File: src/rtl/fp_pkg.sv
package fp_pkg;
  localparam logic [7:0] OP_READ_ID  = 8'h9F;
  localparam logic [7:0] OP_FILLER   = 8'hA5;
  localparam logic [7:0] OP_WR_EN    = 8'h06;
  localparam logic [7:0] OP_UNPROT   = 8'h98;
  localparam logic [7:0] OP_WR_DIS   = 8'h04;

  typedef enum logic [2:0] {
    ST_IDLE,
    ST_SEL,
    ST_SEND,
    ST_WAIT,
    ST_GAP,
    ST_CHECK
  } fp_state_e;
endpackage

File: src/rtl/fp_cmd_sel.sv
module fp_cmd_sel
  import fp_pkg::*;
#(
  parameter int ID_BYTES = 3,
  parameter int IDX_W    = $clog2(ID_BYTES + 1)
) (
  input  logic [1:0]       frame_i,
  input  logic [IDX_W-1:0] idx_i,
  output logic [7:0]       byte_o,
  output logic             last_o
);
  always_comb begin
    byte_o = OP_FILLER;
    last_o = 1'b1;
    case (frame_i)
      2'd0: begin
        byte_o = (idx_i == '0) ? OP_READ_ID : OP_FILLER;
        last_o = (idx_i == IDX_W'(ID_BYTES));
      end
      2'd1: byte_o = OP_WR_EN;
      2'd2: byte_o = OP_UNPROT;
      default: byte_o = OP_WR_DIS;
    endcase
  end
endmodule

File: src/rtl/fp_id_decode.sv
module fp_id_decode #(
  parameter logic [7:0] MFR_CODE   = 8'hBF,
  parameter logic [7:0] TYPE_CODE  = 8'h25,
  parameter logic [7:0] CAP_LARGE  = 8'h43,
  parameter logic [7:0] CAP_SMALL  = 8'h42,
  parameter int         SECT_LARGE = 2048,
  parameter int         SECT_SMALL = 1024,
  parameter int         SECT_SHIFT = 12,
  parameter int         PAGE_SHIFT = 8,
  parameter int         SECT_W     = 12,
  parameter int         PAGE_W     = 16
) (
  input  logic [7:0]        mfr_i,
  input  logic [7:0]        type_i,
  input  logic [7:0]        cap_i,
  output logic              ok_o,
  output logic [SECT_W-1:0] sect_o,
  output logic [PAGE_W-1:0] page_o
);
  localparam int PAGES_PER_SECT_LOG = SECT_SHIFT - PAGE_SHIFT;

  logic vendor_ok;
  assign vendor_ok = (mfr_i == MFR_CODE) && (type_i == TYPE_CODE);

  always_comb begin
    ok_o   = 1'b0;
    sect_o = '0;
    if (vendor_ok) begin
      if (cap_i == CAP_LARGE) begin
        ok_o   = 1'b1;
        sect_o = SECT_W'(SECT_LARGE);
      end else if (cap_i == CAP_SMALL) begin
        ok_o   = 1'b1;
        sect_o = SECT_W'(SECT_SMALL);
      end
    end
    page_o = PAGE_W'(sect_o) << PAGES_PER_SECT_LOG;
  end
endmodule

File: src/rtl/flash_probe_seq.sv
module flash_probe_seq
  import fp_pkg::*;
#(
  parameter logic [7:0] MFR_CODE   = 8'hBF,
  parameter logic [7:0] TYPE_CODE  = 8'h25,
  parameter int         SECT_SHIFT = 12,
  parameter int         PAGE_SHIFT = 8,
  parameter int         SECT_W     = 12,
  parameter int         PAGE_W     = 16
) (
  input  logic              clk_i,
  input  logic              rst_ni,
  input  logic              start_i,
  input  logic              rx_valid_i,
  input  logic [7:0]        rx_byte_i,
  output logic              cs_no,
  output logic              xfer_o,
  output logic [7:0]        tx_byte_o,
  output logic              busy_o,
  output logic              done_o,
  output logic              err_o,
  output logic [SECT_W-1:0] sect_cnt_o,
  output logic [PAGE_W-1:0] page_cnt_o,
  output logic [3:0]        sect_shift_o,
  output logic [3:0]        page_shift_o
);
  localparam int ID_BYTES = 3;
  localparam int IDX_W    = $clog2(ID_BYTES + 1);
  localparam logic [1:0] LAST_FRAME = 2'd3;

  fp_state_e        st_q;
  logic [1:0]       frame_q;
  logic [IDX_W-1:0] idx_q;
  logic [7:0]       id_q [ID_BYTES];
  logic             last_byte;
  logic             id_ok;
  logic [SECT_W-1:0] dec_sect;
  logic [PAGE_W-1:0] dec_page;
  logic             cap_en;

  fp_cmd_sel #(.ID_BYTES(ID_BYTES), .IDX_W(IDX_W)) u_cmd (
    .frame_i(frame_q),
    .idx_i  (idx_q),
    .byte_o (tx_byte_o),
    .last_o (last_byte)
  );

  fp_id_decode #(
    .MFR_CODE  (MFR_CODE),
    .TYPE_CODE (TYPE_CODE),
    .SECT_SHIFT(SECT_SHIFT),
    .PAGE_SHIFT(PAGE_SHIFT),
    .SECT_W    (SECT_W),
    .PAGE_W    (PAGE_W)
  ) u_dec (
    .mfr_i (id_q[0]),
    .type_i(id_q[1]),
    .cap_i (id_q[2]),
    .ok_o  (id_ok),
    .sect_o(dec_sect),
    .page_o(dec_page)
  );

  assign cap_en = (st_q == ST_WAIT) && rx_valid_i && (frame_q == 2'd0);

  // byte 0 of the ID frame is the opcode; reply bytes land at idx 1..ID_BYTES
  for (genvar g = 0; g < ID_BYTES; g++) begin : g_id
    always_ff @(posedge clk_i or negedge rst_ni) begin
      if (!rst_ni)                                 id_q[g] <= '0;
      else if (cap_en && idx_q == IDX_W'(g + 1))   id_q[g] <= rx_byte_i;
    end
  end

  always_ff @(posedge clk_i or negedge rst_ni) begin
    if (!rst_ni) begin
      st_q         <= ST_IDLE;
      frame_q      <= '0;
      idx_q        <= '0;
      done_o       <= 1'b0;
      err_o        <= 1'b0;
      sect_cnt_o   <= '0;
      page_cnt_o   <= '0;
      sect_shift_o <= '0;
      page_shift_o <= '0;
    end else begin
      case (st_q)
        ST_IDLE: if (start_i) begin
          frame_q      <= '0;
          idx_q        <= '0;
          done_o       <= 1'b0;
          err_o        <= 1'b0;
          sect_cnt_o   <= '0;
          page_cnt_o   <= '0;
          sect_shift_o <= '0;
          page_shift_o <= '0;
          st_q         <= ST_SEL;
        end
        ST_SEL:  st_q <= ST_SEND;
        ST_SEND: st_q <= ST_WAIT;
        ST_WAIT: if (rx_valid_i) begin
          if (last_byte) st_q <= ST_GAP;
          else begin
            idx_q <= idx_q + 1'b1;
            st_q  <= ST_SEND;
          end
        end
        ST_GAP: begin
          if (frame_q == 2'd0) st_q <= ST_CHECK;
          else if (frame_q == LAST_FRAME) begin
            done_o <= 1'b1;
            st_q   <= ST_IDLE;
          end else begin
            frame_q <= frame_q + 1'b1;
            idx_q   <= '0;
            st_q    <= ST_SEL;
          end
        end
        ST_CHECK: begin
          if (id_ok) begin
            sect_cnt_o   <= dec_sect;
            page_cnt_o   <= dec_page;
            sect_shift_o <= 4'(SECT_SHIFT);
            page_shift_o <= 4'(PAGE_SHIFT);
            frame_q      <= 2'd1;
            idx_q        <= '0;
            st_q         <= ST_SEL;
          end else begin
            err_o <= 1'b1;
            st_q  <= ST_IDLE;
          end
        end
        default: st_q <= ST_IDLE;
      endcase
    end
  end

  assign cs_no  = !(st_q == ST_SEL || st_q == ST_SEND || st_q == ST_WAIT);
  assign xfer_o = (st_q == ST_SEND);
  assign busy_o = (st_q != ST_IDLE);

  a_r2_strobe_in_frame: assert property (@(posedge clk_i) disable iff (!rst_ni)
    xfer_o |-> !cs_no);
  a_r2_no_strobe_on_select: assert property (@(posedge clk_i) disable iff (!rst_ni)
    $fell(cs_no) |-> !xfer_o);
  a_r3_one_outstanding: assert property (@(posedge clk_i) disable iff (!rst_ni)
    xfer_o |=> !xfer_o);
  a_r9_done_sticky: assert property (@(posedge clk_i) disable iff (!rst_ni)
    done_o && !start_i |=> done_o);
  a_r9_err_sticky: assert property (@(posedge clk_i) disable iff (!rst_ni)
    err_o && !start_i |=> err_o);
  a_r4_outcome_exclusive: assert property (@(posedge clk_i) disable iff (!rst_ni)
    !(done_o && err_o));
  a_r4_silent_after_reject: assert property (@(posedge clk_i) disable iff (!rst_ni)
    err_o |-> !xfer_o && cs_no);
  a_r10_no_geometry_on_reject: assert property (@(posedge clk_i) disable iff (!rst_ni)
    err_o |-> sect_cnt_o == '0 && page_cnt_o == '0);
  a_r6_shifts_with_done: assert property (@(posedge clk_i) disable iff (!rst_ni)
    done_o |-> sect_shift_o == 4'(SECT_SHIFT) && page_shift_o == 4'(PAGE_SHIFT));
endmodule

File: config.mk
export PLATFORM = sky130hd
export DESIGN_NAME = flash_probe_seq
export DESIGN_NICKNAME = d
export VERILOG_FILES = /design/src/rtl/fp_pkg.sv /design/src/rtl/fp_cmd_sel.sv /design/src/rtl/fp_id_decode.sv /design/src/rtl/flash_probe_seq.sv
export SDC_FILE = /design/constraint.sdc
export NUM_CORES = 1
export LEC_CHECK = 0
export BUFFER_PORTS_ARGS = -buffer_cell sky130_fd_sc_hd__buf_2
export CORE_UTILIZATION = 55
export CTS_CLUSTER_SIZE = 14
export DETAILED_ROUTE_END_ITERATION = 6
export GPL_TIMING_DRIVEN = 0
export PLACE_DENSITY = 0.84
export REMOVE_ABC_BUFFERS = 1
export SLEW_MARGIN = 15
export SYNTH_ARGS = -nofsm -noshare
export SYNTH_HDL_FRONTEND = slang
export SYNTH_SLANG_ARGS = --single-unit
File: constraint.sdc
create_clock -name clk_i -period 4.53 [get_ports clk_i]
set_clock_uncertainty 0.2 [all_clocks]
set_input_delay 0.6795 -clock clk_i [delete_from_list [all_inputs] [get_ports clk_i]]
set_output_delay 0.6795 -clock clk_i [all_outputs]
set_load 0.01 [all_outputs]
==> results.cfg, run 1 <==
[logic_synthesis]
synthMuxAreaShare_pct = 16.1
synth_fa_ha_area_share_pct = 6.06
synth_top_flop_cell = dfrtp_1
synth-async-reset-ratio_pct = 100
synth_compound_area_share_pct = 6.12
yosysTopAreaCellShare_pct = 43.6
synth-seq-area-share_pct = 43.6
ys_ff_latch = 36
synth_top_family_by_area = multiplexers
avgSynthCellArea_um2 = 11.1
synth.cell_area_um2 = 2070
synth-edff-count = 0
yosys.area_share.simple_pct = 13.2
syn_inst = 186
synthTopCellsByCount = 36 x dfrtp_1, 35 x buf_4, 24 x mux2_2
ys_warn_count = 0
yosysTopAreaCell = dfrtp_1
synth_most_common_cell = dfrtp_1
synth_cell_types = 42
synth-xor-area-share_pct = 0
synthTopCellsByArea = dfrtp_1 44%, mux2_2 13%, buf_4 13%

[critical_path]
arrival_ps = 1760
r2r_cells = 6
cp_max_fo = 8
cp_cell_sequence = inv_1, ha_1, inv_1, nor3_1, buf_2
timing.rr.end = frame_q[0]
crit_family = buffers and inverters
cp_slowest_cell = dfrtp_1
path_class = reg2out
cp-start-kind = flop
r2r_setup_slack_ps = 2290
cp_common_cell = inv_1
r2r-start = frame_q[0]
worstPathRequired_ps = 3650
max_stage_delay_ps = 410
cp-end-kind = primary output
path_buf_inv = 3

[global_route]
grt_pass1_wl_mm = 5.66
gr-total-overflow = 0
grt_max_degree = 37
first_global_vias = 1224
track_usage_pct = 18.8
antenna_found_initial = 0

[route]
detail_route.drc_violations = 0
drt_iter0_markers = 45
wirelength_mm = 3.31
ant_nets = 0
first_pass_iters = 4
num_vias = 1343
vias_per_cell = 5.13
post_drt_wl_per_cell_um = 12.6

[timing]
max_slew_margin_pct = 49.4
setup_viol = 0
rsz0062_at_grt = no
final_max_slew_viol_count = 0
finalSetupTns_ps = 0
timing.final.crit_share_pct = 58.2
max_freq_ghz = 0.379
worst_pin_slew_ps = 758
min_period_ps = 2640
hold_ws_ps = 258
hold_violations = 0

[clocking]
clk_pin_slew_ps = 70
cts_buffer_depth = 2
cts_setup_buffers = 0
cts_sinks = 36
cts_hold_buf = 0
cts_made_buffers = 5
cts_max_level = 2
cts_resized = 0
cts_root_buf = clkbuf_8
clock_latency_ps = 290
cts_tree = yes

[layout]
antenna-diode-count = 0
seq_area_um2 = 901
nNetsFinal = 237
multi_input_area_um2 = 968
area_delta_synth_final_pct = 6.72
drive_gt1_share_pct = 31.5
n_fill_cell = 294

[floorplan]
die_width_um = 63.3
core_region_area_um2 = 3470
io_pins = 61
start_util_pct = 59.6
fp.dieH_um = 63.3
dieArea_um2 = 4000
rows = 21

[power]
ir_worst_vdd_uv = 268
leakage_nw = 1.18
powerDensity_nw_per_um2 = 471

[placed_design]
place_congestion = 0.791
port_buffers = 30
place_hpwl_mm = 2.43

[min_path]
hold_class = in2async

[status]
status = finished, final reports clean

[run]
drv_cap = 0
==> routing by layer <==
metal,part of all wire (%),vias to the layer above,global-route usage [%]
met4,2.3,0,11.1
li1,-,640,-
met2,47,53,30.5
met3,5.5,8,3.80
met1,45,642,23.2
met5,0,-,0
==> worst reg2reg max path, stage by stage, from the launching register on <==
cell      delay (ps)
dfrtp_1          410
inv_1            220
ha_1             350
o21ai_0          170
o221ai_1         300
mux2_2           380
a31oi_1          130
==> sequential cells by signal (all words and copies together) (netlist names) <==
register      flops
id_q             24
done_o            1
page_cnt_o        2
st_q              3
idx_q             2
frame_q           2
sect_shift_o      1
err_o             1
==> cell families (layout without fill, tap and decap cells) <==
group           Yosys count  in the layout
mux                      30             30
compound gates           18             18
other cells               1             30
buf+inv                  46             47
simple gates             45             45
flops                    36             36
fa+ha+maj                10             10
==> layout make-up <==
type / instances / area share [%]
Tap cell: 46 / 2.61
Inverter: 9 / 1.53
Sequential cell: 36 / 40.9
Multi-Input combinational cell: 133 / 43.9
Clock buffer: 7 / 3.92
Clock inverter: 1 / 0.341
Timing Repair Buffer: 30 / 6.81
==> report_power, final <==
group | leakage [nW] | internal [mW] | switching [mW]
combinational | 0.650 | 0.155 | 0.174
sequential | 0.485 | 0.397 | 0.0778
clock | 0.0445 | 0.123 | 0.110
total | 1.18 | 0.676 | 0.362
==> per-stage QoR <==
step	cell area, um^2	power (mW)	instances	setup WS, ps	util (%)
2_1_floorplan	1900	0.702	178	2330	-
3_3_place_gp	2110	0.802	254	2210	60.9
3_5_place_dp	2110	0.812	254	2190	60.9
4_1_cts	2200	1.05	262	1870	63.6
5_1_grt	2200	1.12	262	1760	63.6
6_report	2200	1.04	262	1890	63.6
==> cell usage in the layout (no fill, tap or decap), types with 2 or more instances in the layout <==
master     n
dfrtp_1   36
conb_1    30
buf_2     30
mux2_2    24
ha_1      10
inv_1      9
nand2_1    9
nor2_1     8
clkbuf_8   6
mux2i_1    5
nor3_1     4
and4b_1    3
nand2_2    3
o21ai_0    3
a31oi_1    3
nor2b_1    2
nand4_1    2
a21oi_1    2
nand3b_1   2
nand3_1    2
==> worst max path at each step <==
stage,start,end,slack [ps],cells after the start
2_1_floorplan,frame_q[0],tx_byte_o[3],2330,4
3_3_place_gp,frame_q[0],tx_byte_o[5],2210,5
4_1_cts,frame_q[0],tx_byte_o[5],1870,5
5_1_grt,frame_q[0],tx_byte_o[5],1760,5
6_report,frame_q[0],tx_byte_o[5],1890,5
3_5_place_dp,frame_q[0],tx_byte_o[5],2190,5
(Power assumes the default switching activity.)
==> inputs of run 2 (changes only) <==
- CORE_UTILIZATION: 55 -> 46
- PLACE_DENSITY: 0.84 -> 0.75
- clock period: 4.53 -> 2.25 ns (I/O delays scaled with it)
==> run 2 against run 1 <==
Compared with the run above: sequential share of layout area shrank 0.80 points; critical endpoint unchanged; sequential power grew 100%; combinational power grew 110%; final area grew 2.0%; clock power grew 140%; register-to-register slack lost 2100 ps; total power grew 110%.
==> results.cfg, run 2 (synthesized netlist as in run 1, its figures left out) <==
[status]
status = finished, final reports clean

[placed_design]
place_hpwl_mm = 2.39
place_congestion = 0.790
port_buffers = 30

[global_route]
first_global_vias = 1199
track_usage_pct = 15.0
gr-total-overflow = 0
grt_max_degree = 37
grt_pass1_wl_mm = 5.58
antenna_found_initial = 0

[timing]
timing.final.crit_share_pct = 94.0
setup_viol = 0
max_freq_ghz = 0.473
max_slew_margin_pct = 47.8
finalSetupTns_ps = 0
rsz0062_at_grt = no
hold_violations = 0
final_max_slew_viol_count = 0
min_period_ps = 2110
worst_pin_slew_ps = 783

[route]
first_pass_iters = 4
detail_route.drc_violations = 0
num_vias = 1320
post_drt_wl_per_cell_um = 12.4
vias_per_cell = 4.91
ant_nets = 0
wirelength_mm = 3.34
drt_iter0_markers = 34

[clocking]
clock_latency_ps = 290
cts_buffer_depth = 2
cts_made_buffers = 5
cts_max_level = 2
cts_sinks = 36
cts_root_buf = clkbuf_8
cts_setup_buffers = 0
clk_pin_slew_ps = 70
cts_tree = yes

[floorplan]
rows = 24
fp.dieH_um = 69.0
core_region_area_um2 = 4320
start_util_pct = 47.8
die_width_um = 69.0
io_pins = 61
dieArea_um2 = 4760

[critical_path]
arrival_ps = 1580
path_class = reg2out
max_stage_delay_ps = 460
cp-end-kind = primary output
worstPathRequired_ps = 1710
cp_max_fo = 8
cp_cell_sequence = inv_1, ha_4, inv_1, nor3_1, buf_2
cp-start-kind = flop
cp_common_cell = inv_1
cp_slowest_cell = dfrtp_1

[power]
powerDensity_nw_per_um2 = 978
leakage_nw = 1.20
ir_worst_vdd_uv = 397

[layout]
largestRegisters = id_q (24), st_q (3)
final_common_cell = dfrtp_1
multi_input_area_um2 = 981
largest-register = id_q
area_delta_synth_final_pct = 8.84
antenna-diode-count = 0
n_fill_cell = 394
largest_register_ffs = 24
nNetsFinal = 238
final_util_pct = 52.0
seq_area_um2 = 901
drive_gt1_share_pct = 32.3
mostFrequentLayoutCells = 36 x dfrtp_1, 30 x conb_1, 30 x buf_2

[min_path]
hold_class = in2reg

[run]
drv_cap = 0
run 2: cell count changes in the layout (fill, tap and decap cells not counted), sizes merged:
| cell | change |
|---|---|
| bufinv | +1 |
| clkbuf | -1 |
| clkinv | +1 |
| dlygate4sd3 | +1 |
| clkinvlp | -1 |
run 2: final timing paths:
path	depth (start not counted)	to	slack [ps]	start
max in group asynchronous	2	frame_q[0]	890	rst_ni
setup / recovery	5	tx_byte_o[5]	140	frame_q[1]
hold / removal	2	id_q[20]	100	rx_byte_i[4]
hold reg to reg	1	page_cnt_o[14]	280	id_q[0]
setup reg to reg	6	frame_q[0]	160	frame_q[1]
min in group asynchronous	2	st_q[1]	460	rst_ni
run 2: critical path, delay by kind of cell, from the launching register on:
family / cells / cell delay, ps
and+or+nand+nor: 1 / 180
DFF: 1 / 460
buffers and inverters: 3 / 440
adders and majority gates: 1 / 210
run 2: cell type report:
class | instances | share of cell area (%)
clock buffers | 6 | 3.23
clock inverters | 2 | 1.56
inverters | 9 | 1.50
multi-input cells | 133 | 43.6
flip-flops and latches | 36 | 40.1
well taps | 52 | 2.89
repair buffers | 31 | 7.12
run 2: stage by stage:
stage | instance area, um^2 | power, mW | hold WS (ps) | setup WS (ps) | cells
floorplan | 1900 | 1.41 | -158 | 245 | 178
global placement | 2120 | 1.62 | 268 | 25.0 | 260
detailed placement | 2120 | 1.63 | 270 | 12.8 | 260
CTS | 2240 | 2.21 | 95.2 | 30.4 | 269
global route | 2250 | 2.35 | 107 | 20.3 | 269
finish | 2250 | 2.20 | 102 | 135 | 269
run 2: repair_timing:
| action | 4_1_cts | 5_1_grt |
|---|---|---|
| hold buffers | 1 | 0 |
| gates cloned | 0 | 0 |
| resized for setup | 2 | 1 |
| endpoints found under the setup margin | 4 | 4 |
| hold endpoints to repair | 36 | 0 |
run 2: power breakdown:
| part | total [mW] | internal (mW) | switching, mW |
|---|---|---|---|
| combinational | 0.684 | 0.327 | 0.357 |
| clock | 0.562 | 0.329 | 0.233 |
| sequential | 0.953 | 0.799 | 0.153 |
| total | 2.20 | 1.46 | 0.743 |
run 2: routing by layer:
metal | vias to the layer above | share of wire [%] | global-route usage (%)
met5 | - | 0 | 0
met4 | 0 | 1.9 | 8.84
met2 | 46 | 46 | 22.5
li1 | 639 | - | -
met3 | 7 | 5.4 | 3.51
met1 | 628 | 47 | 19.6
==> inputs of run 3 (changes only) <==
- HOLD_SLACK_MARGIN: unset -> 0.12
==> run 3 against run 2 <==
Compared with the run above: sequential power hardly changed; sequential share of layout area is 1.5 points lower; count of clock-buffer cells in the layout stayed put; non-clock buffer count is 9 higher; cell count is 3.3% higher; worst hold slack better by 90 ps; first-iteration DRC count is 12% lower; combinational power is 2% higher; critical path type unchanged; total power is 0.55% higher; flip-flop and latch count stayed put.
==> results.cfg, run 3 (synthesized netlist as in run 1, its figures left out) <==
[layout]
largest-register = id_q
n_fill_cell = 390
drive_gt1_share_pct = 31.0
final_common_cell = dfrtp_1
mostFrequentLayoutCells = 36 x dfrtp_1, 30 x conb_1, 30 x buf_2
largest_register_ffs = 24
area_delta_synth_final_pct = 13.2
antenna-diode-count = 0
largestRegisters = id_q (24), st_q (3)
nNetsFinal = 247

[min_path]
whs_path_depth = 4
hold_class = in2reg
whs_endpoint = done_o
hold_path.startpoint = start_i

[global_route]
grt_max_degree = 37
track_usage_pct = 15.0
grt_pass1_wl_mm = 5.59
first_global_vias = 1214
antenna_found_initial = 0
gr-total-overflow = 0

[power]
leakage_nw = 1.23
ir_worst_vdd_uv = 403
p_total_mw = 2.21
combPwrFrac_pct = 31.5
p_int_mw = 1.47
seqPwrFrac_pct = 43.1
switching_share_pct = 33.7
p_switching_mw = 0.746
powerDensity_nw_per_um2 = 945
clockPowerShare_pct = 25.4

[timing]
max_slew_margin_pct = 47.8
hold_violations = 0
max_freq_ghz = 0.473
finalSetupTns_ps = 0
rsz0062_at_grt = no
min_period_ps = 2110
worst_pin_slew_ps = 784
timing.final.crit_share_pct = 94.0
setup_viol = 0
final_max_slew_viol_count = 0

[floorplan]
die_width_um = 69.0
rows = 24
io_pins = 61
core_region_area_um2 = 4320
dieArea_um2 = 4760
fp.dieH_um = 69.0
start_util_pct = 47.8

[critical_path]
cp-end-kind = primary output
cp_max_fo = 8
timing.rr.end = frame_q[0]
r2r_cells = 6
cp-start-kind = flop
arrival_ps = 1580
r2r-start = frame_q[1]
worstPathRequired_ps = 1710
r2r_setup_slack_ps = 180
path_class = reg2out

[run]
drv_cap = 0

[route]
wirelength_mm = 3.38
post_drt_wl_per_cell_um = 12.1
first_pass_iters = 4
ant_nets = 0
num_vias = 1349
detail_route.drc_violations = 0
vias_per_cell = 4.85
drt_iter0_markers = 30

[placed_design]
port_buffers = 30
place_congestion = 0.790
place_hpwl_mm = 2.39

[status]
status = finished, final reports clean

[clocking]
cts_buffer_depth = 2
cts_setup_buffers = 0
cts_root_buf = clkbuf_8
cts_made_buffers = 5
cts_max_level = 2
cts_tree = yes
cts_sinks = 36
clk_pin_slew_ps = 70
clock_latency_ps = 290
==> run 3: cell types whose count changed in the layout (fill, tap and decap cells not counted) <==
cell,previous run,this run
dlygate4sd3_1,1,10
==> run 3: metrics by stage <==
stage	instances	util, %	hold slack, ps	setup slack, ps	area [um^2]
finish	278	54.1	192	135	2340
global route	278	54.1	251	20.3	2340
CTS	278	53.8	192	30.4	2330
detailed placement	260	49.0	270	12.8	2120
global placement	260	49.0	268	25.0	2120
floorplan	178	-	-158	245	1900
==> run 3: power by group through the flow <==
stage                     registers [mW]  clock network (mW)  logic, mW
after CTS                          0.953               0.577      0.688
after floorplan                    0.927                   0      0.486
after global routing               0.985               0.594      0.778
after global placement             0.962                   0      0.656
after detailed placement           0.965                   0      0.667
final                              0.953               0.562      0.696
==> run 3: final cells by class <==
cell class,count,area (um^2),share of cell area (%)
multi-input combinational,133,981,41.9
sequential,36,901,38.5
timing repair buffer,40,250,10.7
clock buffer,6,72.6,3.10
tap,52,65.1,2.78
clock inverter,2,35.0,1.50
inverter,9,33.8,1.44
==> run 3: how the worst max path moves through the flow <==
stage,from,depth (start not counted),endpoint
after floorplan,frame_q[0],6,frame_q[0]
after global placement,frame_q[0],6,frame_q[0]
after detailed placement,frame_q[0],6,frame_q[0]
after CTS,frame_q[1],5,tx_byte_o[5]
after global routing,frame_q[1],5,tx_byte_o[5]
final,frame_q[1],5,tx_byte_o[5]
==> run 3: critical path: stages, from the launching register on <==
cell	delay, ps
dfrtp_1	460
inv_1	190
ha_4	210
inv_1	90
nor3_1	180
buf_2	160
==> run 3: metal layers <==
metal  routed length, um  global-route usage, %
met5                   0                      0
met4                  65                   8.84
met3                 183                   3.51
met2                1540                   22.8
met1                1590                   19.5
==> run 3: what timing repair did <==
action / in CTS / in global routing
endpoints found under the setup margin: 4 / 4
gates resized for setup: 2 / 1
endpoints found under the hold margin: 62 / 0
hold buffers: 10 / 0
